$ cat config.mk
export PLATFORM = sky130hd
export DESIGN_NAME = enc_watchdog
export DESIGN_NICKNAME = d
export VERILOG_FILES = /design/src/rtl/enc_wdog_pkg.sv /design/src/rtl/wdog_interval_dec.sv /design/src/rtl/wdog_countdown.sv /design/src/rtl/wdog_regbank.sv /design/src/rtl/enc_watchdog.sv
export SDC_FILE = /design/constraint.sdc
export NUM_CORES = 1
export LEC_CHECK = 0
export ABC_AREA = 1
export BUFFER_PORTS_ARGS = -buffer_cell sky130_fd_sc_hd__buf_4
export CAP_MARGIN = 20
export CORE_MARGIN = 2
export CORE_UTILIZATION = 30
export DETAILED_ROUTE_END_ITERATION = 8
export PLACE_DENSITY = 0.54
export SLEW_MARGIN = 10
export SYNTH_ARGS = -nofsm -noshare
export SYNTH_HDL_FRONTEND = slang
export SYNTH_SLANG_ARGS = --single-unit
$ cat constraint.sdc
create_clock -name clk -period 4.4 [get_ports clk]
set_input_delay 0.88 -clock clk [delete_from_list [all_inputs] [get_ports clk]]
set_output_delay 0.88 -clock clk [all_outputs]
set_load 0.05 [all_outputs]
$ cat src/rtl/enc_wdog_pkg.sv
package enc_wdog_pkg;
  typedef enum logic [1:0] {
    SEL_CTRL  = 2'd0,
    SEL_FLAGS = 2'd1,
    SEL_AUX   = 2'd2,
    SEL_NONE  = 2'd3
  } reg_sel_e;

  // bit of the companion register cleared by a reset-steered expiry
  localparam int AUX_CLR_BIT = 6;
endpackage

$ cat src/rtl/wdog_interval_dec.sv
module wdog_interval_dec #(
  parameter int MULT_W = 5,
  parameter int RES_W  = 2,
  parameter int CNT_W  = 11
) (
  input  logic [MULT_W+RES_W-1:0] field_i,
  output logic [CNT_W-1:0]        load_o
);
  localparam int STEPS = 1 << RES_W;

  logic [MULT_W-1:0] mult;
  logic [RES_W-1:0]  res;
  logic [CNT_W-1:0]  scaled [STEPS];

  assign mult = field_i[MULT_W+RES_W-1:RES_W];
  assign res  = field_i[RES_W-1:0];

  for (genvar g = 0; g < STEPS; g++) begin : g_scale
    assign scaled[g] = CNT_W'(mult) << (2 * g);
  end

  assign load_o = scaled[res];
endmodule

$ cat src/rtl/wdog_countdown.sv
module wdog_countdown #(
  parameter int CNT_W = 11
) (
  input  logic             clk,
  input  logic             rst_n,
  input  logic             restart_i,
  input  logic [CNT_W-1:0] load_i,
  input  logic             tick_i,
  output logic             expire_o,
  output logic             running_o
);
  logic [CNT_W-1:0] cnt_q;

  assign running_o = (cnt_q != '0);
  assign expire_o  = tick_i && (cnt_q == CNT_W'(1)) && !restart_i;

  always_ff @(posedge clk) begin
    if (!rst_n)
      cnt_q <= '0;
    else if (restart_i)
      cnt_q <= load_i;
    else if (tick_i && running_o)
      cnt_q <= cnt_q - CNT_W'(1);
  end


  zero_load_idle_chk: assert property (@(posedge clk) disable iff (!rst_n)
    (restart_i && load_i == '0) |=> !running_o);


  stop_after_expire_chk: assert property (@(posedge clk) disable iff (!rst_n)
    expire_o |=> !running_o);


  no_count_up_chk: assert property (@(posedge clk) disable iff (!rst_n)
    (!restart_i && running_o) |=> (cnt_q <= $past(cnt_q)));
endmodule

$ cat src/rtl/wdog_regbank.sv
module wdog_regbank
  import enc_wdog_pkg::*;
#(
  parameter int DATA_W = 8
) (
  input  logic              clk,
  input  logic              rst_n,
  input  logic              acc_en_i,
  input  logic              acc_wr_i,
  input  logic [1:0]        acc_sel_i,
  input  logic [DATA_W-1:0] acc_wdata_i,
  input  logic              expire_i,
  output logic              restart_o,
  output logic [DATA_W-1:0] ctrl_o,
  output logic              flag_o,
  output logic [DATA_W-1:0] rdata_o,
  output logic              irq_o,
  output logic              rst_req_o
);
  localparam int STEER = DATA_W - 1;

  logic [DATA_W-1:0] ctrl_q, aux_q, aux_nxt;
  logic              flag_q, irq_q, rst_q;
  logic              wr_ctrl, wr_aux, steer_exp;
  reg_sel_e          sel;

  assign sel       = reg_sel_e'(acc_sel_i);
  assign restart_o = acc_en_i && (sel == SEL_CTRL);
  assign wr_ctrl   = acc_en_i && acc_wr_i && (sel == SEL_CTRL);
  assign wr_aux    = acc_en_i && acc_wr_i && (sel == SEL_AUX);
  assign steer_exp = expire_i && ctrl_q[STEER];

  always_comb begin
    aux_nxt = wr_aux ? acc_wdata_i : aux_q;
    if (steer_exp) aux_nxt[AUX_CLR_BIT] = 1'b0;
  end

  always_ff @(posedge clk) begin
    if (!rst_n) begin
      ctrl_q  <= '0;
      aux_q   <= '0;
      flag_q  <= 1'b0;
      irq_q   <= 1'b0;
      rst_q   <= 1'b0;
      rdata_o <= '0;
    end else begin
      irq_q <= expire_i && !ctrl_q[STEER];
      rst_q <= steer_exp;
      aux_q <= aux_nxt;
      if (restart_o)     flag_q <= 1'b0;
      else if (expire_i) flag_q <= 1'b1;
      if (wr_ctrl)        ctrl_q <= acc_wdata_i;
      else if (steer_exp) ctrl_q <= '0;
      if (acc_en_i && !acc_wr_i) begin
        unique case (sel)
          SEL_CTRL:  rdata_o <= ctrl_q;
          SEL_FLAGS: rdata_o <= {flag_q, {(DATA_W-1){1'b0}}};
          SEL_AUX:   rdata_o <= aux_q;
          default:   rdata_o <= '0;
        endcase
      end
    end
  end

  assign ctrl_o    = ctrl_q;
  assign flag_o    = flag_q;
  assign irq_o     = irq_q;
  assign rst_req_o = rst_q;


  rst_pulse_chk: assert property (@(posedge clk) disable iff (!rst_n)
    rst_q |=> !rst_q);


  irq_pulse_chk: assert property (@(posedge clk) disable iff (!rst_n)
    irq_q |=> !irq_q);


  one_cause_chk: assert property (@(posedge clk) disable iff (!rst_n)
    $onehot0({irq_q, rst_q}));


  flag_set_chk: assert property (@(posedge clk) disable iff (!rst_n)
    expire_i |=> flag_q);


  flag_clr_chk: assert property (@(posedge clk) disable iff (!rst_n)
    restart_o |=> !flag_q);


  steer_clear_chk: assert property (@(posedge clk) disable iff (!rst_n)
    rst_q |-> (ctrl_q == '0 && !aux_q[AUX_CLR_BIT]));


  collide_chk: assert property (@(posedge clk) disable iff (!rst_n)
    restart_o |=> !(irq_q || rst_q));


  flags_ro_chk: assert property (@(posedge clk) disable iff (!rst_n)
    (acc_en_i && acc_wr_i && sel == SEL_FLAGS && !expire_i) |=> (flag_q == $past(flag_q)));
endmodule

$ cat src/rtl/enc_watchdog.sv
module enc_watchdog #(
  parameter int MULT_W = 5,
  parameter int RES_W  = 2
) (
  input  logic       clk,
  input  logic       rst_n,
  input  logic       tick_i,
  input  logic       acc_en_i,
  input  logic       acc_wr_i,
  input  logic [1:0] acc_sel_i,
  input  logic [7:0] acc_wdata_i,
  output logic [7:0] acc_rdata_o,
  output logic       irq_o,
  output logic       sys_rst_req_o,
  output logic       wd_flag_o
);
  localparam int FIELD_W = MULT_W + RES_W;
  localparam int DATA_W  = FIELD_W + 1;
  localparam int CNT_W   = MULT_W + 2 * ((1 << RES_W) - 1);

  logic [DATA_W-1:0]  ctrl, rdata;
  logic [FIELD_W-1:0] field;
  logic [CNT_W-1:0]   load;
  logic               restart, expire, running;

  // a write reloads from the incoming byte, a read from the stored one
  assign field = acc_wr_i ? acc_wdata_i[FIELD_W-1:0] : ctrl[FIELD_W-1:0];

  wdog_interval_dec #(.MULT_W(MULT_W), .RES_W(RES_W), .CNT_W(CNT_W)) u_dec (
    .field_i (field),
    .load_o  (load)
  );

  wdog_countdown #(.CNT_W(CNT_W)) u_cnt (
    .clk       (clk),
    .rst_n     (rst_n),
    .restart_i (restart),
    .load_i    (load),
    .tick_i    (tick_i),
    .expire_o  (expire),
    .running_o (running)
  );

  wdog_regbank #(.DATA_W(DATA_W)) u_regs (
    .clk         (clk),
    .rst_n       (rst_n),
    .acc_en_i    (acc_en_i),
    .acc_wr_i    (acc_wr_i),
    .acc_sel_i   (acc_sel_i),
    .acc_wdata_i (acc_wdata_i[DATA_W-1:0]),
    .expire_i    (expire),
    .restart_o   (restart),
    .ctrl_o      (ctrl),
    .flag_o      (wd_flag_o),
    .rdata_o     (rdata),
    .irq_o       (irq_o),
    .rst_req_o   (sys_rst_req_o)
  );

  assign acc_rdata_o = 8'(rdata);


  idle_quiet_chk: assert property (@(posedge clk) disable iff (!rst_n)
    (!running && !restart) |=> !(irq_o || sys_rst_req_o));
endmodule

==> metrics.yaml, run 1 <==
timing:
  finalSetupViolations: 0
  slew_headroom_pct: 67.2
  timing.final.ws_setup_ns: 2.51
  holdWs_ns: 0.457
  clock_skew_ns: 0.00411
  timing.setup.tns_ns: 0
  fin_crit_sh_pct: 43.0
  worstMarginPinSlew_ns: 0.488
  drv_slew: 0
  report.final.hold_viol_count: 0
  fmax_mhz: 529
  rsz0062_at_grt: "no"
  layout_min_cycle_time_ns: 1.89
global_routing:
  grt_pass1_vias: 1933
  overflow: 0
  grtUsageTotal_pct: 15.3
  grt_pass1_wl_um: 9150
  grt_start_max_net_pins: 26
  grt_antenna_before_repair: 0
power:
  peakVddDrop_mv: 0.117
  total_power_mw: 0.882
  pwr_density_cell_nw_per_um2: 359
  p_leak_nw: 1.08
outcome:
  outcome: "complete, no violations"
routing:
  routedWlPerCell_um: 12.3
  drtIter0Drc: 65
  wl_um: 5400
  via_count: 1994
  drcViolationCount: 0
  dr.pass1.iters: 4
  drtAntennaViolNets: 0
  via_per_inst: 4.53
logic_synthesis:
  yosysMostFrequentCell: "nand2_1"
  synth_edf_count: 0
  synthTopCellsByArea: "dfxtp_1 36%, nand2_1 11%, nor2_1 8.4%"
  synth_area_per_cell_um2: 6.60
  ys_top_cells_by_count: "64 x nand2_1, 47 x nor2_1, 38 x dfxtp_1"
  yosys.area.top_type_share_pct: 36.1
  syn-cell-area_um2: 2100
  synth_nets: 336
  syn-instance-count: 319
  ys.flop_type: "dfxtp_1"
  synth-seq-cells: 38
  yosysSeqAreaShare_pct: 36.1
  yosysTopAreaCell: "dfxtp_1"
  synth-async-reset-ratio_pct: 0
  yosys.cell_types.count: 25
  synth-warning-count: 0
critical_path:
  worstSetupEndpointType: "flop"
  arrival_ns: 2.06
  crit_fanout: 17
  required_ns: 4.57
  r2r_start: "u_cnt.cnt_q[0]$_SDFFE_PN0P_"
  cp_num_buf_inv: 2
  crit_chain: "buf_4 > nor2_4 > nand2_4 > nor2_2 > inv_2 > nand3_1 > a21oi_1"
  rr_endpoint: "u_cnt.cnt_q[4]$_SDFFE_PN0P_"
  crit_type: "input pin to flop"
  worst_path_largest_cell_delay_ns: 0.37
  cp_top_family: "simple AND/OR/NAND/NOR gates"
  rrSetupSlack_ns: 2.63
  r2r_cells: 10
  start_kind: "input pin"
  cpMaxStageDelayCell: "nor2_2"
clocking:
  path_clk_slew_ns: 0.08
  cts_hold_buf: 0
  ctsResizeCount: 0
  postCtsSetupBuffers: 0
  htreeDepth: 2
  cts_buffer_depth: 2
  cts-buffers-inserted: 5
  insertion_delay_ns: 0.30
  clock_sinks: 38
  clockRootBuffer: "clkbuf_8"
  cts_tree: "built"
finish:
  design_area_um2: 2460
  syn_to_final_growth_pct: 16.7
  drive_above_1_share_pct: 17.2
  final_cells: 440
  fillers: 756
  antennaDiodeCount: 0
  final_nets: 360
  post-route-util_pct: 36.2
job:
  maxCapViolCount: 0
die:
  num_rows: 30
  start_util_pct: 31.0
  fp.dieW_um: 87.8
  fp.dieH_um: 87.8
  core_um2: 6790
  die_area_um2: 7700
  pin_count: 26
hold_path:
  hp-start: "u_regs.aux_q[2]$_SDFFE_PN0P_"
  min_path_cells: 2
  whs_endpoint: "u_regs.aux_q[2]$_SDFFE_PN0P_"
  hp-class: "flop to flop"
placement:
  hpwl_um: 3980
  port_buffers: 25
  gp_congestion: 0.827
  dp_cells: 432
  place_area_um2: 2360
  dp_slack_ns: 2.18
## kinds of logic (layout without fill, tap and decap cells)
logic type | Yosys count | after routing | share of synthesized area, %
buf+inv | 53 | 78 | 10.5
simple gates | 158 | 158 | 33.3
compound gates | 68 | 68 | 18.9
flops | 38 | 38 | 36.1
fa+ha+maj | 2 | 2 | 1.19
## layout by cell type (no fill, tap or decap), types with 2 or more instances in the layout
master    Yosys  final
a21oi_1      21     21
buf_4         1     25
clkbuf_8      0      6
dfxtp_1      38     38
ha_1          2      2
inv_1        37     37
inv_2         8      8
nand2_1      64     64
nand2_2       3      3
nand3_1      32     32
nand3_2       3      3
nor2_1       47     47
nor2_2        4      4
nor2_4        3      3
o21ai_0      21     21
o21ai_1       9      9
o21ai_2       4      4
o21bai_1      4      4
o221ai_1      7      7
## per-layer routing
layer | GRT usage [%] | share of wire, %
met5 | 0 | 0
met4 | 5.59 | 1.4
met3 | 3.02 | 3.5
met2 | 24.8 | 44
met1 | 20.3 | 52
## how the worst max path moves through the flow
stage / start / to / slack, ns / depth (start not counted)
3_3_place_gp: acc_sel_i[1] / u_regs.ctrl_o[3]$_SDFFE_PN0P_ / 2.19 / 7
5_1_grt: acc_sel_i[1] / u_regs.ctrl_o[0]$_SDFFE_PN0P_ / 2.35 / 7
4_1_cts: acc_sel_i[1] / u_regs.ctrl_o[3]$_SDFFE_PN0P_ / 2.51 / 7
2_1_floorplan: acc_sel_i[1] / u_regs.ctrl_o[0]$_SDFFE_PN0P_ / 2.65 / 6
3_5_place_dp: acc_sel_i[1] / u_regs.ctrl_o[0]$_SDFFE_PN0P_ / 2.18 / 7
6_report: acc_sel_i[1] / u_regs.ctrl_o[0]$_SDFFE_PN0P_ / 2.51 / 7
## state kept, by name (all words and copies together) (netlist names)
| signal | count |
|---|---|
| u_regs.flag_o | 1 |
| u_regs.irq_o | 1 |
| u_regs.aux_q | 8 |
| u_regs.rdata_o | 8 |
| u_regs.ctrl_o | 8 |
| u_regs.rst_req_o | 1 |
| u_cnt.cnt_q | 11 |
## where the power goes
| group | switching, mW | internal, mW |
|---|---|---|
| logic | 0.148 | 0.0783 |
| registers | 0.0238 | 0.368 |
| clock network | 0.137 | 0.126 |
| total | 0.309 | 0.573 |
## area by class of cell
| cell class | instances | area, um2 | share of cell area [%] |
|---|---|---|---|
| sequential | 38 | 761 | 31.0 |
| inverter | 45 | 169 | 6.88 |
| multi-input combinational | 228 | 1120 | 45.7 |
| clock buffer | 6 | 82.6 | 3.36 |
| clock inverter | 2 | 12.5 | 0.509 |
| timing repair buffer | 25 | 188 | 7.64 |
| tap | 96 | 120 | 4.89 |
## worst min-delay path: stages (launching register included)
cell and delay, ns:
dfxtp_1 0.31, inv_1 0.06, a21oi_1 0.05
No activity file was read; power rests on OpenSTA's default activity.
==> run 2, diff against run 1 <==
==> constraint.sdc (replaced) <==
create_clock -name clk -period 2 [get_ports clk]
set_input_delay 0.4 -clock clk [delete_from_list [all_inputs] [get_ports clk]]
set_output_delay 0.4 -clock clk [all_outputs]
set_load 0.05 [all_outputs]
==> run 2 against run 1 <==
Sequential share of layout area shrank 0.22 points; clock skew grew 0.0054 ns; hold slack lost 0.087 ns; first-iteration DRC count grew 12%; wire length grew 0.67%; sequential power grew 120%; flip-flop and latch count is the same; final cell count shrank 0.23%; count of clock-buffer cells in the layout is the same; worst setup slack lost 2.2 ns; power grew 130%; critical endpoint is now u_cnt.cnt_q[8]$_SDFFE_PN0P_; largest power group unchanged; highest routed layer unchanged.
==> metrics.yaml, run 2 (synthesized netlist as in run 1, its figures left out) <==
outcome:
  outcome: "complete, no violations"  # unchanged
clocking:
  cts-buffers-inserted: 5  # unchanged
  insertion_delay_ns: 0.30  # about the same
  clockRootBuffer: "clkbuf_8"  # unchanged
  htreeDepth: 2  # unchanged
  ctsResizeCount: 0  # unchanged
  cts_tree: "built"  # unchanged
  cts_hold_buf: 0  # unchanged
  clock_sinks: 38  # unchanged
  cts_buffer_depth: 2  # unchanged
  postCtsSetupBuffers: 0  # unchanged
  path_clk_slew_ns: 0.08  # about the same
timing:
  clock_skew_ns: 0.00952  # was 0.00411 ns
  report.final.hold_viol_count: 0  # unchanged
  rsz0062_at_grt: "no"  # unchanged
  drv_slew: 0  # unchanged
  finalSetupViolations: 0  # unchanged
  worstMarginPinSlew_ns: 0.513  # was 0.488 ns
  fin_crit_sh_pct: 86.5
  timing.setup.tns_ns: 0  # unchanged
  holdWs_ns: 0.370  # was 0.457 ns
  layout_min_cycle_time_ns: 1.73
  slew_headroom_pct: 65.6  # was 67.2%
  fmax_mhz: 578
routing:
  dr.pass1.iters: 4  # unchanged
  wl_um: 5430  # was 5400 um
  drcViolationCount: 0  # unchanged
  via_per_inst: 4.63  # was 4.53
  via_count: 2034  # was 1994
  routedWlPerCell_um: 12.4  # was 12.3 um
  drtAntennaViolNets: 0  # unchanged
  drtIter0Drc: 73  # was 65
die:
  pin_count: 26  # unchanged
  start_util_pct: 31.0  # unchanged
  die_area_um2: 7700  # unchanged
  fp.dieW_um: 87.8  # unchanged
  core_um2: 6790  # unchanged
  num_rows: 30  # unchanged
  fp.dieH_um: 87.8  # unchanged
global_routing:
  grt_antenna_before_repair: 0  # unchanged
  grt_pass1_vias: 1936  # was 1933
  grt_start_max_net_pins: 26  # unchanged
  overflow: 0  # unchanged
  grtUsageTotal_pct: 15.2  # was 15.3%
  grt_pass1_wl_um: 9200  # was 9150 um
finish:
  final_cell_mix: "64 x nand2_1, 47 x nor2_1, 38 x dfxtp_1, 37 x inv_1, 32 x nand3_1"  # unchanged
  final_common_cell: "nand2_1"  # unchanged
  final_cells: 439  # was 440
  final_nets: 360  # unchanged
  drive_above_1_share_pct: 16.9  # was 17.2%
  regMostFlops: "u_cnt.cnt_q"  # unchanged
  largest_reg_flops: 11  # unchanged
  design_area_um2: 2470  # was 2460 um2
  syn_to_final_growth_pct: 17.5  # was 16.7%
  antennaDiodeCount: 0  # unchanged
  fillers: 741  # was 756
critical_path:
  crit_fanout: 13  # was 17
  cp_top_family: "simple AND/OR/NAND/NOR gates"  # unchanged
  worstSetupEndpointType: "flop"  # unchanged
  arrival_ns: 1.96  # was 2.06 ns
  required_ns: 2.23  # was 4.57 ns
  crit_start: "u_cnt.cnt_q[0]$_SDFFE_PN0P_"  # was acc_sel_i[1]
  r2r_cells: 10  # unchanged
  rr_endpoint: "u_cnt.cnt_q[8]$_SDFFE_PN0P_"  # was u_cnt.cnt_q[4]$_SDFFE_PN0P_
  crit_cells: 10  # was 7
  crit_chain: "inv_1 > ha_1 > nand2_1 > nor2_2 > nand3_2 > nand2_2 > nand2_2 > inv_2 > nor2_1 > nor2_1"  # was buf_4 > nor2_4 > nand2_4 > nor2_2 > inv_2 > nand3_1 > a21oi_1
  r2r_start: "u_cnt.cnt_q[0]$_SDFFE_PN0P_"  # unchanged
  crit_type: "flop to flop"  # was input pin to flop
  start_kind: "flop"  # was input pin
  cp_num_buf_inv: 2  # unchanged
  worst_path_largest_cell_delay_ns: 0.34  # was 0.37 ns
  rrSetupSlack_ns: 0.27  # was 2.63 ns
  cpMaxStageDelayCell: "dfxtp_1"  # was nor2_2
power:
  pwr_density_cell_nw_per_um2: 829  # was 359 nW/um2
  peakVddDrop_mv: 0.433  # was 0.117 mV
  p_leak_nw: 1.09  # was 1.08 nW
placement:
  place_area_um2: 2360  # unchanged
  dp_cells: 432  # unchanged
  gp_congestion: 0.837  # was 0.827
  hpwl_um: 4020  # was 3980 um
  port_buffers: 25  # unchanged
hold_path:
  whs_endpoint: "u_regs.ctrl_o[5]$_SDFFE_PN0P_"  # was u_regs.aux_q[2]$_SDFFE_PN0P_
  min_path_cells: 3  # was 2
  hp-class: "input pin to flop"  # was flop to flop
  hp-start: "acc_wdata_i[5]"  # was u_regs.aux_q[2]$_SDFFE_PN0P_
job:
  maxCapViolCount: 0  # unchanged
-- run 2: cell count changes in the layout (fill, tap and decap cells not counted), sizes merged --
cell | before | now
clkinvlp | 1 | 0
bufinv | 0 | 1
clkinv | 1 | 0
-- run 2: layer usage --
layer | GRT usage (%) | routed length [um] | vias up
li1 | - | - | 1082
met1 | 20.5 | 2770 | 915
met2 | 24.7 | 2420 | 33
met3 | 2.73 | 187 | 4
met4 | 4.62 | 48 | 0
met5 | 0 | 0 | -
-- run 2: worst reg2reg max path, stage by stage (launching register included) --
cell and delay, ns:
dfxtp_1 0.34, inv_1 0.11, ha_1 0.20, nand2_1 0.09
nor2_2 0.18, nand3_2 0.11, nand2_2 0.10, nand2_2 0.18
inv_2 0.20, nor2_1 0.08, nor2_1 0.09
-- run 2: layout make-up --
type	instances	area [um2]	share of cell area [%]
Tap cell	96	120	4.86
Timing Repair Buffer	25	188	7.59
Clock inverter	1	30.0	1.21
Multi-Input combinational cell	228	1120	45.4
Clock buffer	6	82.6	3.34
Sequential cell	38	761	30.8
Inverter	45	169	6.83
-- run 2: stage by stage --
| step | setup slack, ns | total power [mW] | utilization (%) |
|---|---|---|---|
| finish | 0.270 | 2.05 | 36.4 |
| global route | 0.0512 | 2.18 | 36.4 |
| CTS | 0.270 | 2.07 | 36.4 |
| detailed placement | 0.223 | 1.38 | 34.8 |
| global placement | 0.249 | 1.38 | 34.8 |
| floorplan | 0.541 | 1.25 | - |
-- run 2: worst max path at each step --
stage	slack [ns]	endpoint
after floorplan	0.54	u_cnt.cnt_q[5]$_SDFFE_PN0P_
after global placement	0.25	u_regs.ctrl_o[3]$_SDFFE_PN0P_
after detailed placement	0.22	u_regs.ctrl_o[0]$_SDFFE_PN0P_
after CTS	0.27	u_cnt.cnt_q[8]$_SDFFE_PN0P_
after global routing	0.05	u_cnt.cnt_q[8]$_SDFFE_PN0P_
final	0.27	u_cnt.cnt_q[8]$_SDFFE_PN0P_
-- run 2: report_power, final --
part / internal [mW] / switching, mW / leakage (nW)
logic: 0.173 / 0.328 / 0.720
registers: 0.811 / 0.0505 / 0.311
clock network: 0.400 / 0.289 / 0.0573
total: 1.38 / 0.668 / 1.09
